## config.mk

```make
export PLATFORM = sky130hd
export DESIGN_NAME = vlf_link_fmt
export DESIGN_NICKNAME = d
export VERILOG_FILES = /design/src/rtl/vlf_pkg.sv /design/src/rtl/vlf_width_fit.sv /design/src/rtl/vlf_lane_map.sv /design/src/rtl/vlf_pair_ctl.sv /design/src/rtl/vlf_sync_pol.sv /design/src/rtl/vlf_rate_chk.sv /design/src/rtl/vlf_link_fmt.sv
export SDC_FILE = /design/constraint.sdc
export NUM_CORES = 1
export LEC_CHECK = 0
export ABC_AREA = 1
export BUFFER_PORTS_ARGS = -buffer_cell sky130_fd_sc_hd__clkbuf_2
export CORE_MARGIN = 1.5
export CORE_UTILIZATION = 40
export CTS_CLUSTER_SIZE = 12
export DETAILED_ROUTE_END_ITERATION = 10
export HOLD_SLACK_MARGIN = 0.15
export PLACE_DENSITY = 0.67
export SYNTH_ARGS = -nofsm -noshare
export SYNTH_HDL_FRONTEND = slang
export SYNTH_SLANG_ARGS = --single-unit
```

## constraint.sdc

```tcl
create_clock -name clk -period 5.2 [get_ports clk]
set_clock_uncertainty 0.2 [all_clocks]
set_input_delay 1.04 -clock clk [delete_from_list [all_inputs] [get_ports clk]]
set_output_delay 1.04 -clock clk [all_outputs]
set_load 0.03 [all_outputs]
```

## src/rtl/vlf_pkg.sv

```systemverilog
// Shared types for the parallel video link formatter.
package vlf_pkg;
    typedef enum logic [1:0] {
        LM_SINGLE8  = 2'b00,
        LM_DUAL8    = 2'b01,
        LM_SINGLE16 = 2'b10,
        LM_AUTO     = 2'b11
    } link_mode_e;
endpackage

```

## src/rtl/vlf_width_fit.sv

```systemverilog
// Width fitter: masks the pixel to its pattern length and shifts it so its MSB
// sits at bit PIX_W-1. Any narrower target is then a top slice of norm_o, which
// drops excess LSBs or leaves zeros below. Assumes pat_len <= PIX_W is legal;
// larger values are clamped to PIX_W.
module vlf_width_fit #(
    parameter int PIX_W = 16,
    parameter int LEN_W = $clog2(PIX_W + 1)
) (
    input  logic [PIX_W-1:0] pix_i,
    input  logic [LEN_W-1:0] pat_len,
    output logic [PIX_W-1:0] norm_o
);
    logic [LEN_W-1:0] len_c;
    logic [PIX_W-1:0] masked;

    // Clamp the length, mask unused upper bits, then MSB-align.
    always_comb begin
        len_c = (pat_len > LEN_W'(PIX_W)) ? LEN_W'(PIX_W) : pat_len;
        for (int i = 0; i < PIX_W; i++) begin
            masked[i] = pix_i[i] & (LEN_W'(i) < len_c);
        end
        norm_o = masked << (LEN_W'(PIX_W) - len_c);
    end
endmodule

```

## src/rtl/vlf_lane_map.sv

```systemverilog
// Lane mapper: builds the two channel words for the single-link modes and the
// 8-bit lane word used by dual mode. Assumes CH_W >= 8 and PIX_W >= 16.
module vlf_lane_map
    import vlf_pkg::*;
#(
    parameter int PIX_W    = 16,
    parameter int CH_W     = 10,
    parameter int LEN_W    = $clog2(PIX_W + 1),
    parameter int AUTO_MAX = 10
) (
    input  logic [PIX_W-1:0] norm_i,
    input  link_mode_e       mode_i,
    input  logic [LEN_W-1:0] pat_len,
    output logic [CH_W-1:0]  lane1_o,
    output logic [CH_W-1:0]  lane2_o,
    output logic [CH_W-1:0]  byte_lane_o
);
    localparam int PAD_W = CH_W - 8;

    logic [CH_W-1:0] hi_lane;
    logic [CH_W-1:0] lo_lane;
    logic [CH_W-1:0] wide_lane;

    // Candidate lane words taken as slices of the normalized pixel.
    always_comb begin
        hi_lane     = {norm_i[PIX_W-1 -: 8], {PAD_W{1'b0}}};
        lo_lane     = {norm_i[PIX_W-9 -: 8], {PAD_W{1'b0}}};
        wide_lane   = norm_i[PIX_W-1 -: CH_W];
        byte_lane_o = hi_lane;
    end

    // Pick the lane words for the active mode.
    always_comb begin
        unique case (mode_i)
            LM_SINGLE8, LM_DUAL8: begin
                lane1_o = hi_lane;
                lane2_o = hi_lane;
            end
            LM_SINGLE16: begin
                lane1_o = hi_lane;
                lane2_o = lo_lane;
            end
            default: begin
                if (pat_len <= LEN_W'(AUTO_MAX)) begin
                    lane1_o = wide_lane;
                    lane2_o = wide_lane;
                end else begin
                    lane1_o = hi_lane;
                    lane2_o = lo_lane;
                end
            end
        endcase
    end
endmodule

```

## src/rtl/vlf_pair_ctl.sv

```systemverilog
// Dual-link pairing: holds the even pixel's lane word and flags the odd pixel
// that completes a pair. An HD rising edge forces the current pixel to be even.
// Assumes hd_rise_i is a one-cycle pulse derived from the raw HD input.
module vlf_pair_ctl #(
    parameter int CH_W = 10
) (
    input  logic            clk,
    input  logic            rst_n,
    input  logic            dual_en_i,
    input  logic            hd_rise_i,
    input  logic [CH_W-1:0] lane_i,
    output logic            pair_done_o,
    output logic [CH_W-1:0] even_lane_o
);
    logic odd_q;

    assign pair_done_o = dual_en_i && odd_q && !hd_rise_i;

    // Advance the even/odd toggle and capture even pixels.
    always_ff @(posedge clk) begin
        if (!rst_n) begin
            odd_q       <= 1'b0;
            even_lane_o <= '0;
        end else if (!dual_en_i) begin
            odd_q <= 1'b0;
        end else if (pair_done_o) begin
            odd_q <= 1'b0;
        end else begin
            odd_q       <= 1'b1;
            even_lane_o <= lane_i;
        end
    end
endmodule

```

## src/rtl/vlf_sync_pol.sv

```systemverilog
// Sync polarity stage: applies a per-signal polarity select (1 = unchanged,
// 0 = inverted) and registers each result with one clock of latency.
module vlf_sync_pol #(
    parameter int N_SIG = 4
) (
    input  logic             clk,
    input  logic             rst_n,
    input  logic [N_SIG-1:0] sig_i,
    input  logic [N_SIG-1:0] pol_i,
    output logic [N_SIG-1:0] sig_o
);
    for (genvar g = 0; g < N_SIG; g++) begin : g_sig
        // Register one polarity-adjusted sync signal.
        always_ff @(posedge clk) begin
            if (!rst_n) sig_o[g] <= 1'b0;
            else        sig_o[g] <= sig_i[g] ~^ pol_i[g];
        end
    end
endmodule

```

## src/rtl/vlf_rate_chk.sv

```systemverilog
// Configuration check: flags a dot-clock code outside the window for the
// current mode, or an illegal pattern length. Purely combinational.
module vlf_rate_chk
    import vlf_pkg::*;
#(
    parameter int FREQ_W   = 11,
    parameter int LEN_W    = 5,
    parameter int PIX_W    = 16,
    parameter int SGL_MIN  = 1,
    parameter int SGL_MAX  = 1000,
    parameter int DUAL_MIN = 2,
    parameter int DUAL_MAX = 2000
) (
    input  link_mode_e        mode_i,
    input  logic [FREQ_W-1:0] freq_i,
    input  logic [LEN_W-1:0]  pat_len,
    output logic              err_o
);
    logic [FREQ_W-1:0] lo_lim;
    logic [FREQ_W-1:0] hi_lim;

    // Select the frequency window for the mode and compare.
    always_comb begin
        if (mode_i == LM_DUAL8) begin
            lo_lim = FREQ_W'(DUAL_MIN);
            hi_lim = FREQ_W'(DUAL_MAX);
        end else begin
            lo_lim = FREQ_W'(SGL_MIN);
            hi_lim = FREQ_W'(SGL_MAX);
        end
        err_o = (freq_i < lo_lim) || (freq_i > hi_lim) ||
                (pat_len == '0) || (pat_len > LEN_W'(PIX_W));
    end
endmodule

```

## src/rtl/vlf_link_fmt.sv

```systemverilog
// Parallel video link formatter top. Fits each pixel to the link width, maps it
// onto two channels per link mode, applies sync and clock polarity, and
// registers data, sync and error flag with one clock of latency.
// Assumes clk is the dot clock and one pixel is presented per clock.
module vlf_link_fmt
    import vlf_pkg::*;
#(
    parameter int PIX_W  = 16,
    parameter int CH_W   = 10,
    parameter int FREQ_W = 11,
    parameter int LEN_W  = $clog2(PIX_W + 1)
) (
    input  logic              clk,
    input  logic              rst_n,
    input  logic [1:0]        link_mode_i,
    input  logic [LEN_W-1:0]  pat_len,
    input  logic [FREQ_W-1:0] freq_code_i,
    input  logic [PIX_W-1:0]  pix_i,
    input  logic              hd_i,
    input  logic              vd_i,
    input  logic              cs_i,
    input  logic              disp_i,
    input  logic              pol_clk_i,
    input  logic              pol_hd_i,
    input  logic              pol_vd_i,
    input  logic              pol_cs_i,
    input  logic              pol_disp_i,
    output logic [CH_W-1:0]   ch1_o,
    output logic [CH_W-1:0]   ch2_o,
    output logic              hd_o,
    output logic              vd_o,
    output logic              cs_o,
    output logic              disp_o,
    output logic              clk_o,
    output logic              cfg_err_o
);
    link_mode_e      mode;
    logic [PIX_W-1:0] norm;
    logic [CH_W-1:0] lane1, lane2, byte_lane, even_lane;
    logic            hd_prev, hd_rise, dual_en, pair_done, err_c;

    assign mode    = link_mode_e'(link_mode_i);
    assign dual_en = (mode == LM_DUAL8);
    assign hd_rise = hd_i && !hd_prev;
    assign clk_o   = pol_clk_i ? clk : ~clk;

    vlf_width_fit #(.PIX_W(PIX_W), .LEN_W(LEN_W)) u_fit (
        .pix_i(pix_i), .pat_len(pat_len), .norm_o(norm)
    );

    vlf_lane_map #(.PIX_W(PIX_W), .CH_W(CH_W), .LEN_W(LEN_W)) u_map (
        .norm_i(norm), .mode_i(mode), .pat_len(pat_len),
        .lane1_o(lane1), .lane2_o(lane2), .byte_lane_o(byte_lane)
    );

    vlf_pair_ctl #(.CH_W(CH_W)) u_pair (
        .clk(clk), .rst_n(rst_n), .dual_en_i(dual_en), .hd_rise_i(hd_rise),
        .lane_i(byte_lane), .pair_done_o(pair_done), .even_lane_o(even_lane)
    );

    vlf_sync_pol #(.N_SIG(4)) u_sync (
        .clk(clk), .rst_n(rst_n),
        .sig_i({disp_i, cs_i, vd_i, hd_i}),
        .pol_i({pol_disp_i, pol_cs_i, pol_vd_i, pol_hd_i}),
        .sig_o({disp_o, cs_o, vd_o, hd_o})
    );

    vlf_rate_chk #(.FREQ_W(FREQ_W), .LEN_W(LEN_W), .PIX_W(PIX_W)) u_rate (
        .mode_i(mode), .freq_i(freq_code_i), .pat_len(pat_len), .err_o(err_c)
    );

    // Remember raw HD to find its rising edge.
    always_ff @(posedge clk) begin
        if (!rst_n) hd_prev <= 1'b0;
        else        hd_prev <= hd_i;
    end

    // Register channel words; dual mode updates only when a pair completes.
    always_ff @(posedge clk) begin
        if (!rst_n) begin
            ch1_o <= '0;
            ch2_o <= '0;
        end else if (!dual_en) begin
            ch1_o <= lane1;
            ch2_o <= lane2;
        end else if (pair_done) begin
            ch1_o <= even_lane;
            ch2_o <= byte_lane;
        end
    end

    // Register the configuration error flag.
    always_ff @(posedge clk) begin
        if (!rst_n) cfg_err_o <= 1'b0;
        else        cfg_err_o <= err_c;
    end
endmodule

```

==> metrics, run 1 <==
fill count ~620; Crit Path Category clk2out; Layout Cells excl Fill 516; die height ~81 um; register bit total from synthesis 33; Setup crit end kind output port; Die ar. 0.00663 mm2; synthesized area per cell 6.49 um2; Tot Pwr 893 uW; design area approximately 0.0029 mm2; FF-to-FF Start hd_prev; synthesized netlist cell count 379; hold slack 0.321 ns; setup tns final 0 ns; initial drt markers 218; CP max FO 2; RePlAce Congestion between 0.9 and 1; final hold violation count 0; Synth cell types 40; Synth Net Count 430; number of top-level pins 71; Synth Warn # 0; unrepaired setup endpoints after global routing no; Core Area roughly 0.0059 mm2; commonest non-fill, non-tap cell in the layout nand3_1; DR vias/cell 5.51; number of diodes 0; Worst Setup SP clk; GRT overflow 0; post-CTS setup buffers 0; register area share after synthesis between 20% and 30%; Comb pwr share 29.7%; DRC Markers 0; Worst Hold Class reg2reg; maxcap violations 0; Pwr Density 303 mW/mm2; P_int 574 uW; largest net degree at the start of global routing 23; hpwl dp 5630 um; status completed; First-pass DRT Iterations 5; Area after DPL 0.00279 mm2; detailed-route via count 2843; Resized cells post-CTS 0; total track usage 24.0%; Lkg Pwr 1.43 nW; endpoints failing setup 0; Hold-fix buffers, CTS 0; clock network fraction of design power 38.6%; final WL 7300 um; Final #Nets about 490; post-route ant nets 0; area grow syn2layout 19.7%; Initial Utilization around two fifths; cell area after synthesis 0.00246 mm2; antenna violations before repair 0; layout cells sized above 1 24.5%; switching share of total power a little over a third; sequential share of power 31.8%; Slew Viols, Final 0; row count 28; Sw Pwr 320 uW; clock slew at reported path FFs 0.06 ns; Post-Place Cells 505; first-pass GRT wire length about 12000 um; CTS tree built; CP arrival 3.17 ns; number of global-route vias before repair 2712; hold_sp ch1_o[1]; CP required 3.96 ns; CP Launch Type clock port; most frequent cells in the layout nand3_1 (78), clkbuf_2 (70), nand2_1 (57); DR WL/cell 14.2 um; worst-margin pin slew 0.748 ns; Worst IR Drop VDD 245 uV; Buffers on Ports 70; worst-skew pair later-pin latency 0.39 ns; slew margin rel. between 40% and 50%; width of the die just over 80 um
cells in the mapped netlist:
| master | number | area, um2 |
|---|---|---|
| a21boi_0 | 1 | 7.51 |
| a21boi_1 | 1 | 7.51 |
| a21oi_1 | 28 | 140 |
| a21oi_2 | 2 | 17.5 |
| a22o_1 | 2 | 17.5 |
| a311oi_1 | 2 | 17.5 |
| a31oi_1 | 3 | 18.8 |
| a41oi_1 | 1 | 8.76 |
| and2_1 | 1 | 6.26 |
| buf_1 | 1 | 3.75 |
| buf_2 | 3 | 15.0 |
| buf_4 | 6 | 45.0 |
| buf_6 | 3 | 33.8 |
| clkbuf_1 | 7 | 26.3 |
| dfxtp_1 | 33 | 661 |
| ha_1 | 6 | 75.1 |
| inv_1 | 27 | 101 |
| inv_2 | 6 | 22.5 |
| inv_4 | 1 | 6.26 |
| nand2_1 | 57 | 214 |
| nand2_2 | 3 | 18.8 |
| nand2_4 | 1 | 11.3 |
| nand3_1 | 78 | 390 |
| nand3b_1 | 1 | 7.51 |
| nand4_1 | 14 | 87.6 |
| nor2_1 | 30 | 113 |
| nor2_2 | 5 | 31.3 |
| nor2_4 | 3 | 33.8 |
| nor3_1 | 2 | 10.0 |
| nor3_2 | 1 | 10.0 |
| nor4_1 | 2 | 12.5 |
| o211ai_1 | 1 | 7.51 |
| o21a_1 | 1 | 7.51 |
| o21ai_0 | 27 | 135 |
| o21ai_1 | 7 | 35.0 |
| o21ai_2 | 5 | 43.8 |
| o21bai_1 | 1 | 7.51 |
| o41ai_1 | 1 | 8.76 |
| xnor2_1 | 1 | 8.76 |
| xor2_1 | 4 | 35.0 |
cell families after synthesis:
family	after synthesis	synth area share, %
flip-flops	33	26.9
AND/OR/NAND/NOR	198	38.5
XOR/XNOR	5	1.78
buffers and inverters	54	10.3
AO/OA/AOI/OAI	83	19.5
adder cells (fa/ha/maj)	6	3.05
registers in the layout, indices dropped and copies added, names as in the netlist:
name,cells
u_pair.even_lane_o,8
cfg_err_o,1
u_sync.sig_o,4
u_pair.odd_q,1
ch1_o,10
hd_prev,1
ch2_o,8
power groups by stage:
| stage | registers (mW) | logic (mW) | clock network [mW] |
|---|---|---|---|
| global placement | 0.289 | 0.260 | 0.0324 |
| floorplan | 0.320 | 0.161 | 0.0250 |
| CTS | 0.284 | 0.263 | 0.351 |
| finish | 0.284 | 0.265 | 0.345 |
| detailed placement | 0.289 | 0.262 | 0.0324 |
| global route | 0.286 | 0.297 | 0.364 |
metrics by stage:
stage,setup slack (ns),utilization (%)
3_5_place_dp,1.04,47.1
3_3_place_gp,1.04,47.1
5_1_grt,0.740,49.7
2_1_floorplan,0.843,-
4_1_cts,0.781,49.7
6_report,0.791,49.7
routing by layer:
metal  part of all wire, %  routed length [um]  track usage, %  vias to the layer above
met4                   1.4                 100            6.90                        0
met2                    47                3430            40.7                      107
li1                      -                   -               -                     1436
met3                   7.1                 519            7.11                       12
met1                    44                3250            29.4                     1288
met5                     0                   0               0                        -
worst max-delay path: stages:
cell and delay [ns]:
clkbuf_8 0.11, clkbuf_8 0.12, xnor2_1 0.12, clkbuf_2 0.22
area by class of cell:
class                           instances  area (um2)  area share (%)
Sequential cell                        33         661            22.4
Clock buffer                           11         133            4.50
Inverter                               34         130            4.42
Timing Repair Buffer                   70         353            12.0
Tap cell                               75        93.8            3.19
Clock inverter                          1        30.0            1.02
Multi-Input combinational cell        292        1550            52.5
final timing paths:
kind / to / slack, ns / cells after the start
setup / recovery: clk_o / 0.79 / 4
hold / removal: ch1_o[1] / 0.32 / 1
hold reg to reg: ch1_o[1] / 0.32 / 1
setup reg to reg: ch1_o[0] / 3.13 / 6
Note: power is estimated with default switching activity, not from simulation.
==> inputs of run 2 (changes only) <==
==> constraint.sdc (replaced) <==
create_clock -name clk -period 4.3 [get_ports clk]
set_clock_uncertainty 0.2 [all_clocks]
set_input_delay 0.86 -clock clk [delete_from_list [all_inputs] [get_ports clk]]
set_output_delay 0.86 -clock clk [all_outputs]
set_load 0.03 [all_outputs]
==> run 2 against run 1 <==
Highest routed layer unchanged. Critical endpoint unchanged. Via count is 1.6% lower. Count of clock-buffer cells in the layout unchanged. Final area down 0.25%. Setup slack worse by 0.28 ns. Global-route usage is 1.1 points lower. Combinational power grew 22%. First-iteration DRC count grew 6.9%. Total power up 13%. Clock power hardly changed. Critical path depth stayed put. Critical path type unchanged.
==> metrics, run 2 (synthesis results as in run 1) <==
Die ar. 0.00663 mm2 (unchanged); cell mode on critical path clkbuf_8; Crit path max-delay family buffers and inverters; post-CTS setup buffers 0 (unchanged); Buffers on Ports 70 (unchanged); Pwr Density 345 mW/mm2 (+14%); slew margin rel. 61.9% (+12 points); Final #Nets 494 (+0.61%); unrepaired setup endpoints after global routing no; Area after DPL 0.00281 mm2 (+0.81%); most flop-heavy register ch1_o; antenna violations before repair 0 (unchanged); Largest register FFs 10 (unchanged); DR WL/cell 13.8 um (-2.3%); most frequent cells in the layout nand3_1 (78), clkbuf_2 (70), nand2_1 (57); Buf/Inv on CP 3 (unchanged); first-pass GRT wire length 11600 um (-4.4%); CP required 3.24 ns (-0.72 ns); Crit Path Category clk2out; largest registers ch1_o (10), ch2_o (8), u_pair.even_lane_o (8); design area 0.00294 mm2 (-0.25%); Worst IR Drop VDD 462 uV (+88%); final WL 7160 um (-2.0%); Worst path slowest cell clkbuf_2; number of global-route vias before repair 2592 (-4.4%); CTS tree built; fill count 653 (+6.2%); Lkg Pwr 1.43 nW (about the same); initial drt markers 233 (+6.9%); RePlAce Congestion 0.919 (+2.0%); detailed-route via count 2797 (-1.6%); final hold violation count 0 (unchanged); DR vias/cell 5.40 (-2.0%); First-pass DRT Iterations 4 (-1); Hold-fix buffers, CTS 0 (unchanged); Worst Hold Class reg2reg; Tot Pwr 1.01 mW (+13%); GRT overflow 0 (unchanged); area grow syn2layout 19.4%; status completed; setup tns final 0 ns (unchanged); CP max FO 2 (unchanged); largest net degree at the start of global routing 23 (unchanged); CP arrival 2.73 ns (-0.44 ns); worst-skew pair later-pin latency 0.39 ns (about the same); cells along the critical path clkbuf_8 -> clkbuf_8 -> xnor2_1 -> clkbuf_2; DRC Markers 0 (unchanged); CP Launch Type clock port; Core Area 0.00592 mm2 (unchanged); post-route ant nets 0 (unchanged); row count 28 (unchanged); number of diodes 0 (unchanged); die height 81.4 um (unchanged); number of top-level pins 71 (unchanged); total track usage 22.9% (-1.1 points); Resized cells post-CTS 0 (unchanged); worst-margin pin slew 0.571 ns (-0.177 ns); hpwl dp 5530 um (-1.7%); layout cells sized above 1 24.8% (+0.34 points); Worst path max stage delay 0.23 ns (about the same); Initial Utilization 41.5% (unchanged); endpoints failing setup 0 (unchanged); Slew Viols, Final 0 (unchanged); width of the die 81.4 um (unchanged); Setup crit end kind output port; commonest non-fill, non-tap cell in the layout nand3_1; clock slew at reported path FFs 0.06 ns (about the same); maxcap violations 0 (unchanged)
## run 2: changes by cell type in the layout (fill, tap and decap cells not counted), sizes merged
cell    previous run  this run
bufinv             1         0
buf                1         4
## run 2: layer usage
layer | track usage (%) | up-vias | part of all wire [%]
met4 | 5.52 | 0 | 1.2
met3 | 7.22 | 8 | 7.4
li1 | - | 1444 | -
met2 | 38.1 | 105 | 47
met5 | 0 | - | 0
met1 | 28.7 | 1240 | 45
## run 2: path summary, 6_finish.rpt
kind / slack [ns] / end / depth (start not counted) / from
setup / recovery: 0.51 / clk_o / 4 / clk
hold / removal: 0.32 / ch1_o[1] / 1 / ch1_o[1]
setup reg to reg: 2.38 / ch1_o[0] / 6 / hd_prev
hold reg to reg: 0.32 / ch1_o[1] / 1 / ch1_o[1]
## run 2: where the power goes
group | total [mW] | switching, mW | internal, mW | leakage (nW)
logic | 0.322 | 0.219 | 0.103 | 1.08
clock network | 0.348 | 0.149 | 0.199 | 0.0721
registers | 0.343 | 0.0105 | 0.332 | 0.273
total | 1.01 | 0.379 | 0.634 | 1.43
## run 2: area by class of cell
class,count,area (um2),share of cell area (%)
inverter,34,130,4.43
multi-input combinational,292,1550,52.6
sequential,33,661,22.5
timing repair buffer,73,375,12.8
clock buffer,11,133,4.51
tap,75,93.8,3.19
## run 2: metrics by stage
stage	hold slack (ns)	setup slack (ns)	utilization, %	cells
6_report	0.324	0.512	49.6	518
5_1_grt	0.366	0.494	49.6	518
4_1_cts	0.326	0.497	49.6	518
3_5_place_dp	0.311	0.770	47.5	508
3_3_place_gp	0.310	0.770	47.5	508
2_1_floorplan	0.297	0.573	-	379
